File: config.mk
export PLATFORM = sky130hd
export DESIGN_NAME = mcdp_top
export DESIGN_NICKNAME = d
export VERILOG_FILES = /design/src/rtl/mcdp_pkg.sv /design/src/rtl/mcdp_regfile.sv /design/src/rtl/mcdp_alu.sv /design/src/rtl/mcdp_core.sv /design/src/rtl/mcdp_top.sv
export SDC_FILE = /design/constraint.sdc
export NUM_CORES = 2
export LEC_CHECK = 0
export BUFFER_PORTS_ARGS = -buffer_cell sky130_fd_sc_hd__buf_2
export CAP_MARGIN = 30
export CORE_MARGIN = 8
export CORE_UTILIZATION = 52
export CTS_CLUSTER_SIZE = 12
export DETAILED_ROUTE_END_ITERATION = 12
export MAX_ROUTING_LAYER = met4
export PLACE_DENSITY = 0.71
export SETUP_SLACK_MARGIN = 0.4
export SYNTH_ARGS = -nofsm -noshare
export SYNTH_HDL_FRONTEND = slang
export SYNTH_SLANG_ARGS = --single-unit
File: constraint.sdc
create_clock -name clk -period 4.9 [get_ports clk]
set_input_delay 0.245 -clock clk [delete_from_list [all_inputs] [get_ports clk]]
set_output_delay 0.245 -clock clk [all_outputs]
set_load 0.05 [all_outputs]
File: src/rtl/mcdp_pkg.sv
package mcdp_pkg;

  typedef enum logic [2:0] {
    ALU_ADD = 3'd0,
    ALU_SUB = 3'd1,
    ALU_AND = 3'd2,
    ALU_OR  = 3'd3,
    ALU_SLT = 3'd4,
    ALU_NOR = 3'd5
  } aluOpE;

  typedef struct packed {
    logic       pcWrite;
    logic       pcWriteCond;
    logic       addrSel;
    logic       irWrite;
    logic       regDst;
    logic       memToReg;
    logic       regWrite;
    logic       aluSrcA;
    logic [1:0] aluSrcB;
    logic [2:0] aluOp;
    logic [1:0] pcSrc;
  } ctrlStrobes;

endpackage

File: src/rtl/mcdp_regfile.sv
module mcdp_regfile #(
  parameter int ADDR_W = 5,
  parameter int DATA_W = 32
) (
  input  logic              clk,
  input  logic              rst,
  input  logic [ADDR_W-1:0] raddrA,
  input  logic [ADDR_W-1:0] raddrB,
  output logic [DATA_W-1:0] rdataA,
  output logic [DATA_W-1:0] rdataB,
  input  logic              we,
  input  logic [ADDR_W-1:0] waddr,
  input  logic [DATA_W-1:0] wdata
);
  localparam int DEPTH = 1 << ADDR_W;

  logic [DATA_W-1:0] regs [DEPTH];

  // Entry 0 is never written, so it stays at its reset value of zero.
  always_ff @(posedge clk) begin
    if (rst) begin
      for (int i = 0; i < DEPTH; i++) regs[i] <= '0;
    end else if (we && (waddr != '0)) begin
      regs[waddr] <= wdata;
    end
  end

  assign rdataA = (raddrA == '0) ? '0 : regs[raddrA];
  assign rdataB = (raddrB == '0) ? '0 : regs[raddrB];
endmodule

File: src/rtl/mcdp_alu.sv
module mcdp_alu
  import mcdp_pkg::*;
#(
  parameter int DATA_W = 32
) (
  input  logic [DATA_W-1:0] opA,
  input  logic [DATA_W-1:0] opB,
  input  logic [2:0]        op,
  output logic [DATA_W-1:0] result,
  output logic              isZero
);
  logic lessThan;

  assign lessThan = $signed(opA) < $signed(opB);

  always_comb begin
    case (op)
      ALU_SUB: result = opA - opB;
      ALU_AND: result = opA & opB;
      ALU_OR:  result = opA | opB;
      ALU_SLT: result = {{(DATA_W-1){1'b0}}, lessThan};
      ALU_NOR: result = ~(opA | opB);
      default: result = opA + opB;
    endcase
  end

  assign isZero = (result == '0);
endmodule

File: src/rtl/mcdp_core.sv
module mcdp_core
  import mcdp_pkg::*;
#(
  parameter logic [31:0] RESET_PC = 32'h0,
  parameter int          REG_AW   = 5
) (
  input  logic        clk,
  input  logic        rst,
  input  ctrlStrobes  ctl,
  input  logic [31:0] memRdata,
  output logic [31:0] memAddr,
  output logic [31:0] memWdata,
  output logic [5:0]  opcode,
  output logic [5:0]  funct,
  output logic        zero,
  output logic [31:0] pcView,
  output logic [31:0] irView
);
  localparam int DATA_W   = 32;
  localparam int IMM_W    = 16;
  localparam int JIDX_W   = 26;
  localparam int PC_TOP_W = DATA_W - JIDX_W - 2;

  logic [DATA_W-1:0] pcQ, irQ, mdrQ, aQ, bQ, aluOutQ;
  logic [DATA_W-1:0] rdA, rdB, wrData, immSext, immShift;
  logic [DATA_W-1:0] srcA, srcB, aluY, jumpTarget, pcNext;
  logic [REG_AW-1:0] rsIdx, rtIdx, rdIdx, wrIdx;
  logic              pcEn;

  assign rsIdx = irQ[25:21];
  assign rtIdx = irQ[20:16];
  assign rdIdx = irQ[15:11];
  assign wrIdx = ctl.regDst ? rdIdx : rtIdx;
  assign wrData = ctl.memToReg ? mdrQ : aluOutQ;

  mcdp_regfile #(.ADDR_W(REG_AW), .DATA_W(DATA_W)) u_rf (
    .clk(clk), .rst(rst),
    .raddrA(rsIdx), .raddrB(rtIdx),
    .rdataA(rdA), .rdataB(rdB),
    .we(ctl.regWrite), .waddr(wrIdx), .wdata(wrData)
  );

  assign immSext  = {{(DATA_W-IMM_W){irQ[IMM_W-1]}}, irQ[IMM_W-1:0]};
  assign immShift = {immSext[DATA_W-3:0], 2'b00};

  assign srcA = ctl.aluSrcA ? aQ : pcQ;

  always_comb begin
    case (ctl.aluSrcB)
      2'd0:    srcB = bQ;
      2'd1:    srcB = DATA_W'(4);
      2'd2:    srcB = immSext;
      default: srcB = immShift;
    endcase
  end

  mcdp_alu #(.DATA_W(DATA_W)) u_alu (
    .opA(srcA), .opB(srcB), .op(ctl.aluOp),
    .result(aluY), .isZero(zero)
  );

  assign jumpTarget = {pcQ[DATA_W-1 -: PC_TOP_W], irQ[JIDX_W-1:0], 2'b00};

  always_comb begin
    case (ctl.pcSrc)
      2'd1:    pcNext = aluOutQ;
      2'd2:    pcNext = jumpTarget;
      default: pcNext = aluY;
    endcase
  end

  assign pcEn = ctl.pcWrite | (ctl.pcWriteCond & zero);

  always_ff @(posedge clk) begin
    if (rst) begin
      pcQ     <= RESET_PC;
      irQ     <= '0;
      mdrQ    <= '0;
      aQ      <= '0;
      bQ      <= '0;
      aluOutQ <= '0;
    end else begin
      if (pcEn) pcQ <= pcNext;
      if (ctl.irWrite) irQ <= memRdata;
      mdrQ    <= memRdata;
      aQ      <= rdA;
      bQ      <= rdB;
      aluOutQ <= aluY;
    end
  end

  assign memAddr  = ctl.addrSel ? aluOutQ : pcQ;
  assign memWdata = bQ;
  assign opcode   = irQ[31:26];
  assign funct    = irQ[5:0];
  assign pcView   = pcQ;
  assign irView   = irQ;
endmodule

File: src/rtl/mcdp_top.sv
module mcdp_top
  import mcdp_pkg::*;
#(
  parameter logic [31:0] RESET_PC = 32'h0
) (
  input  logic        clk,
  input  logic        rst,
  input  logic        pcWrite,
  input  logic        pcWriteCond,
  input  logic        addrSel,
  input  logic        irWrite,
  input  logic        regDst,
  input  logic        memToReg,
  input  logic        regWrite,
  input  logic        aluSrcA,
  input  logic [1:0]  aluSrcB,
  input  logic [2:0]  aluOp,
  input  logic [1:0]  pcSrc,
  input  logic [31:0] memRdata,
  output logic [31:0] memAddr,
  output logic [31:0] memWdata,
  output logic [5:0]  opcode,
  output logic [5:0]  funct,
  output logic        zero
);
  ctrlStrobes  ctl;
  logic [31:0] pcView, irView;

  assign ctl.pcWrite     = pcWrite;
  assign ctl.pcWriteCond = pcWriteCond;
  assign ctl.addrSel     = addrSel;
  assign ctl.irWrite     = irWrite;
  assign ctl.regDst      = regDst;
  assign ctl.memToReg    = memToReg;
  assign ctl.regWrite    = regWrite;
  assign ctl.aluSrcA     = aluSrcA;
  assign ctl.aluSrcB     = aluSrcB;
  assign ctl.aluOp       = aluOp;
  assign ctl.pcSrc       = pcSrc;

  mcdp_core #(.RESET_PC(RESET_PC)) u_core (
    .clk(clk), .rst(rst), .ctl(ctl), .memRdata(memRdata),
    .memAddr(memAddr), .memWdata(memWdata),
    .opcode(opcode), .funct(funct), .zero(zero),
    .pcView(pcView), .irView(irView)
  );
endmodule

==> Yosys cells after proc, flatten, opt, wreduce, memory -nomap -nowiden <==
Memories as Yosys holds them, arrays and structs flattened. A register that Yosys moved wholly into a read port is not among the register bits.
Index checks and enable logic that the tools add are counted.
Widths: inputs -> output; s select.
{ "op_classes": {"add_sub_neg": 2, "magnitude_cmp": 1, "eq_ne": 9, "mux": 15, "bitwise_logic": 6, "reduce_logical": 10} }
{ "op_table": {"columns": ["op", "n"], "rows": [
  ["$pmux 32 s5", 1],
  ["$mux 32", 4],
  ["$pmux 32 s3", 1],
  ["$pmux 32 s2", 1],
  ["$add 32x32->32", 1],
  ["$and 32x32->32", 1],
  ["$logic_not 32->1", 1],
  ["$lt 32x32->1", 1],
  ["$not 32->32", 1],
  ["$or 32x32->32", 1],
  ["$reduce_or 32->1", 1],
  ["$sub 32x32->32", 1],
  ["$logic_not 5->1", 2],
  ["$mux 5", 2],
  ["$eq 3x2->1 const B", 2],
  ["$eq 3x3->1 const B", 2],
  ["$mux 1", 6],
  ["$reduce_bool 5->1", 1],
  ["$eq 2x1->1 const B", 2],
  ["$eq 2x2->1 const B", 2],
  ["$reduce_or 2->1", 2],
  ["$eq 3x1->1 const B", 1],
  ["$logic_not 2->1", 1],
  ["$reduce_and 2->1", 1],
  ["other kinds (4)", 4]
]} }
{ "word_totals": {"regBits": 128, "mem_bits_rw": 1024, "in_bits": 49, "out_inout_bits": 77, "elab_cells": 49, "memories": 1} }
{ "memory_table": {"columns": ["memory", "depth", "width", "rd", "rd_clocked_by_memory_dff", "wr", "line_no", "rtl"], "rows": [
  ["u_core.u_rf.regs", 32, 32, 2, 2, 32, "mcdp_regfile.sv:17", "logic [DATA_W-1:0] regs [DEPTH];"]
]} }

==> Logic depth before layout (Yosys ltp) <==
{ "depth": {"ltp_word": 9, "mapped_depth": 21, "mapped_depth_nobuf": 18} }

==> Modules after synthesis <==
Synthesis repeated with hierarchy kept, for this count alone.
{ "hier_totals": {"cells_unflattened": 5171, "area_unflattened_um2": 68170.4} }
{ "modules_own_cells": {"columns": ["mod", "n_inst", "cells_per_inst", "area_each_um2", "seq_area_each_um2"], "rows": [
  ["mcdp_regfile", 1, 3502, 54253.3, 30749.5],
  ["mcdp_core", 1, 775, 8219.1, 3843.7],
  ["mcdp_alu", 1, 894, 5698.0, 0.0]
]} }

==> Worst setup path after synthesis <==
Ideal clock, no wire load.
{ "synth_timing": {"path_kind": "input-to-output", "start": "input aluSrcB[0]", "end": "output zero", "t_arrival_ns": 5.607, "required_time_ns": 4.655, "path_slack_ns": -0.952, "stages": 16, "path_buffers": 2, "path_cell_list": "clkbuf_1 -> clkbuf_1 -> mux2_2 -> a22oi_1 -> ha_1 -> or2_1 -> o311ai_2 -> and3_1 -> nor4_2 -> nor3b_1 -> o21ai_1 -> a211oi_1 -> o22ai_1 -> nor4b_4 -> nand2_1 -> nor4b_1"} }
{ "synth_between": {"elab_chain_cells": 6, "elab_cells_between_ends": 12, "classes_between": "add/sub: 2; order compare: 1; eq/ne: 2; mux: 2; bitwise: 3; reduce/logical: 2"} }
{ "synth_lines": {"columns": ["item", "line_no", "rtl"], "rows": [
  ["start, declared", "mcdp_top.sv:16", "input logic [1:0] aluSrcB,"],
  ["$eq 2x2->1, or another cell as far along", "mcdp_core.sv:49", "case (ctl.aluSrcB)"],
  ["$pmux 32 s3 (*)", "mcdp_core.sv:49", null],
  ["branches (longest 2 deep; another with $add 32x32->32)", null, null],
  ["$pmux 32 s5 (*)", "mcdp_alu.sv:17", "case (op)"],
  ["$logic_not 32->1 (*)", "mcdp_alu.sv:27", "assign isZero = (result == '0);"],
  ["end, declared", "mcdp_top.sv:24", "output logic zero"]
]} }
Every way passes the cells marked *.

==> Final worst setup path <==
{ "layout_timing": {"start": "register u_core.irQ[8] (netlist: u_core.irView[8])", "end": "output zero"} }
{ "layout_between": {"elab_chain_cells": 5, "elab_cells_between_ends": 9, "classes_between": "add/sub: 2; order compare: 1; mux: 2; bitwise: 3; reduce/logical: 1"} }
{ "layout_lines": {"columns": ["item", "line_no", "rtl"], "rows": [
  ["start, declared", "mcdp_core.sv:24", "logic [DATA_W-1:0] pcQ, irQ, mdrQ, aQ, bQ, aluOutQ;"],
  ["start signal, assigned", "mcdp_core.sv:84", "if (ctl.irWrite) irQ <= memRdata;"],
  ["$pmux 32 s3 (*)", "mcdp_core.sv:49", null],
  ["branches (longest 2 deep; another with $add 32x32->32)", null, null],
  ["$pmux 32 s5 (*)", "mcdp_alu.sv:17", null],
  ["$logic_not 32->1 (*)", "mcdp_alu.sv:27", null]
]} }
Marks and branches as above.

==> impl_metrics.tcl <==
set metrics [dict create \
    cts_tree "done" \
    p_comb_frac 0.215 \
    synthFlopType "edfxtp_1" \
    ys_ff_latch 1216 \
    crit_type "reg -> out" \
    reg2reg_from "u_core.irView[12]" \
    first_global_vias 49369 \
    fin_skew_ns 0.03984 \
    holdPathEnd "u_core.pcView[22]" \
    async_flop_share 0 \
    worstPathRequired_ns 4.66 \
    rsz0062_at_grt "yes" \
    grt_overflow 0 \
    grt_pass1_wl_mm 337.2 \
    ys_seq_area_frac 0.5283 \
    startpoint_type "flip-flop" \
    cts-htree-levels 4 \
    setup_slack_ns -0.2174 \
    ys_top_cells_by_area "edfxtp_1 47%, mux4_2 17%, nor2_1 6.9%" \
    utilization 0.6136 \
    clockBufferDepth 3 \
    cts_buffers 131 \
    r2r_end "u_core.pcView[10]" \
    ir_drop_mv 0.4206 \
    post-place-ws_ns -0.2608 \
    drive_gt1_frac 0.3158 \
    nets 5600 \
    grt_usage 0.3473 \
    clk_latency_ns 0.79 \
    ios 126 \
    nFillCells 9421 \
    slew_violations 0 \
    p_int_w 0.01949 \
    leakage_nw 27.25 \
    pwr-share-seq 0.438 \
    arrival_ns 4.87 \
    min_path_cells 6 \
    worstRegToRegCells 25 \
    period_share 1.044 \
    endpoint_kind "output pin" \
    worst_slew_pin_slew_ns 1.090 \
    drt_wl_total_mm 238.0 \
    crit_chain "mux2_2 > a22o_1 > ha_4 > nor2b_1 > o211ai_1 > a21oi_2 > buf_4 > nor4_4 > buf_4 > nor3_1 > mux2i_1 > o211a_1 > nand4_1 > nor3b_4 > nand2_1 > nor4b_4 > buf_12" \
    syn_area_um2 65480 \
    wl_per_cell_um 33.02 \
    violations "negative setup slack" \
    initial_core_util 0.5228 \
    antenna_left 0 \
    yosysTopAreaCell "edfxtp_1" \
    grt_max_degree 97 \
    critPathMaxStageDelay_ns 0.39 \
    synth_edf_count 1024 \
    cp_max_fo 4 \
    cts.sink_count 1216 \
    pwr-share-clk 0.347 \
    netSwitchingPower_w 0.008036 \
    hpwl_mm 151.6 \
    cpMaxStageDelayCell "dfxtp_1" \
    yosys_warnings 0 \
    regArea_um2 34650 \
    vias_per_cell 6.923 \
    maxCapViolCount 0 \
    synth_top_area_frac 0.4696 \
    switching_share 0.2920 \
    max_slew_margin 0.2581 \
    drc 0 \
    dieHeight_um 370.8 \
    port_buffers 125 \
    hold_viol 0 \
    ff2ff_setup_slack_ns 0.04 \
    max_freq_mhz 195.4 \
    multi_input_comb_area_um2 29980 \
    drtIter0Drc 7621 \
    die_area_um2 137500 \
    fp.dieW_um 370.8 \
    cp_common_cell "buf_4" \
    syn2layout_area_growth_pct 17.36 \
    finalSetupViolations 1 \
    place_congestion 0.9925 \
    vias 49897 \
    min_path_type "in -> reg" \
    drt_pass1_iterations 9 \
    root_buffer "clkbuf_16" \
    cts.clk_slew.worst_paths_ns 0.07 \
    syn_inst 5129 \
    synth.most_common_cell "nor2_1" \
    antenna_found_initial 6 \
    status "complete, but fails checks" \
    min_from "pcWrite" \
    synth.top_cells.by_count "1,200 x nor2_1, 1,024 x edfxtp_1, 502 x mux4_2" \
    power_density_nw_per_um2 358.1 \
    syn-mean-instance-area_um2 12.77 \
    core-area_um2 125200 \
    period_minus_slack_ns 5.117 \
    yosysUniqueCellTypes 103 \
    rows 130 \
]
critical path, delay by kind of cell (launching register included):
| kind | cells | cell delay (ns) |
|---|---|---|
| multiplexers | 2 | 0.52 |
| AND/OR/NAND/NOR | 7 | 1.45 |
| AO/OA/AOI/OAI | 4 | 0.96 |
| buffers and inverters | 3 | 0.49 |
| flip-flops | 1 | 0.39 |
| adder cells (fa/ha/maj) | 1 | 0.29 |
flip-flops by register name (all words and copies together), names as in the netlist:
register,cells
u_core.u_rf.regs,1024
u_core.aQ,32
u_core.aluOutQ,32
u_core.irView,32
u_core.mdrQ,32
u_core.memWdata,32
u_core.pcView,32
cell usage in the layout (no fill, tap or decap), drive strengths merged, types with 87 or more instances in the layout:
cell type	instances
buf	634
mux2	136
edfxtp	1024
nand2	169
a21oi	158
clkbuf	194
mux4	502
mux2i	241
dfxtp	192
ha	97
nor2	1200
o21ai	87
inv	109
metrics by stage:
step	instance area, µm²	total power [W]	hold WS [ns]	TNS, ns	cells
finish	76850	0.02752	0.05688	-0.2174	7207
CTS	76410	0.02727	0.05167	-0.2398	7187
global route	76840	0.02817	0.04623	-0.4889	7206
detailed placement	71100	0.01765	0.4622	-7.016	6890
floorplan	65640	0.01525	0.3732	0	5160
global placement	70450	0.01747	0.4592	-7.293	6860
metal layers:
metal / up-vias / global-route usage / share of wire
li1: 20015 / - / -
met1: 24781 / 0.4143 / 0.34
met2: 4136 / 0.5385 / 0.46
met3: 965 / 0.09694 / 0.14
met4: 0 / 0.1856 / 0.063
met5: - / - / 0
kinds of logic after synthesis:
| logic type | Yosys count | share of synthesized area |
|---|---|---|
| compound gates | 712 | 0.07980 |
| xor+xnor | 14 | 0.001873 |
| fa+ha+maj | 98 | 0.01884 |
| buf+inv | 611 | 0.03686 |
| flops | 1216 | 0.5283 |
| mux | 879 | 0.2330 |
| other cells | 1 | 0.00005727 |
| simple gates | 1598 | 0.1013 |
worst max path at each step:
stage / slack, ns / endpoint / cells after the start / from
after floorplan: 0.40 / zero / 16 / aluSrcA
after global placement: -0.26 / u_core.pcView[3] / 20 / aluSrcB[0]
final: -0.22 / zero / 17 / u_core.irView[8]
after global routing: -0.37 / zero / 19 / u_core.irView[8]
after detailed placement: -0.26 / u_core.pcView[13] / 20 / aluSrcB[0]
after CTS: -0.24 / zero / 20 / u_core.irView[0]
layout make-up:
cell class	instances	share of cell area
Clock buffer	193	0.04886
Tap cell	1650	0.02687
Sequential cell	1216	0.4509
Clock inverter	38	0.003957
Inverter	102	0.004982
Antenna cell	6	0.0001954
Multi-Input combinational cell	3333	0.3901
Timing Repair Buffer	669	0.07416
power groups by stage:
| stage | sequential [W] | clock, W | combinational (W) |
|---|---|---|---|
| after detailed placement | 0.0122 | 0 | 0.00540 |
| after global routing | 0.0121 | 0.00995 | 0.00613 |
| after CTS | 0.0120 | 0.00958 | 0.00565 |
| final | 0.0121 | 0.00955 | 0.00590 |
| after global placement | 0.0122 | 0 | 0.00525 |
| after floorplan | 0.0121 | 0 | 0.00313 |
repair_timing:
action	in CTS	in global routing
resized for setup	132	52
endpoints found under the hold margin	65	0
gates cloned	2	1
setup endpoints to repair	33	33
hold buffers	34	0
pin swaps	58	42
setup buffers	30	11
Power figures use the tool's default switching activity.
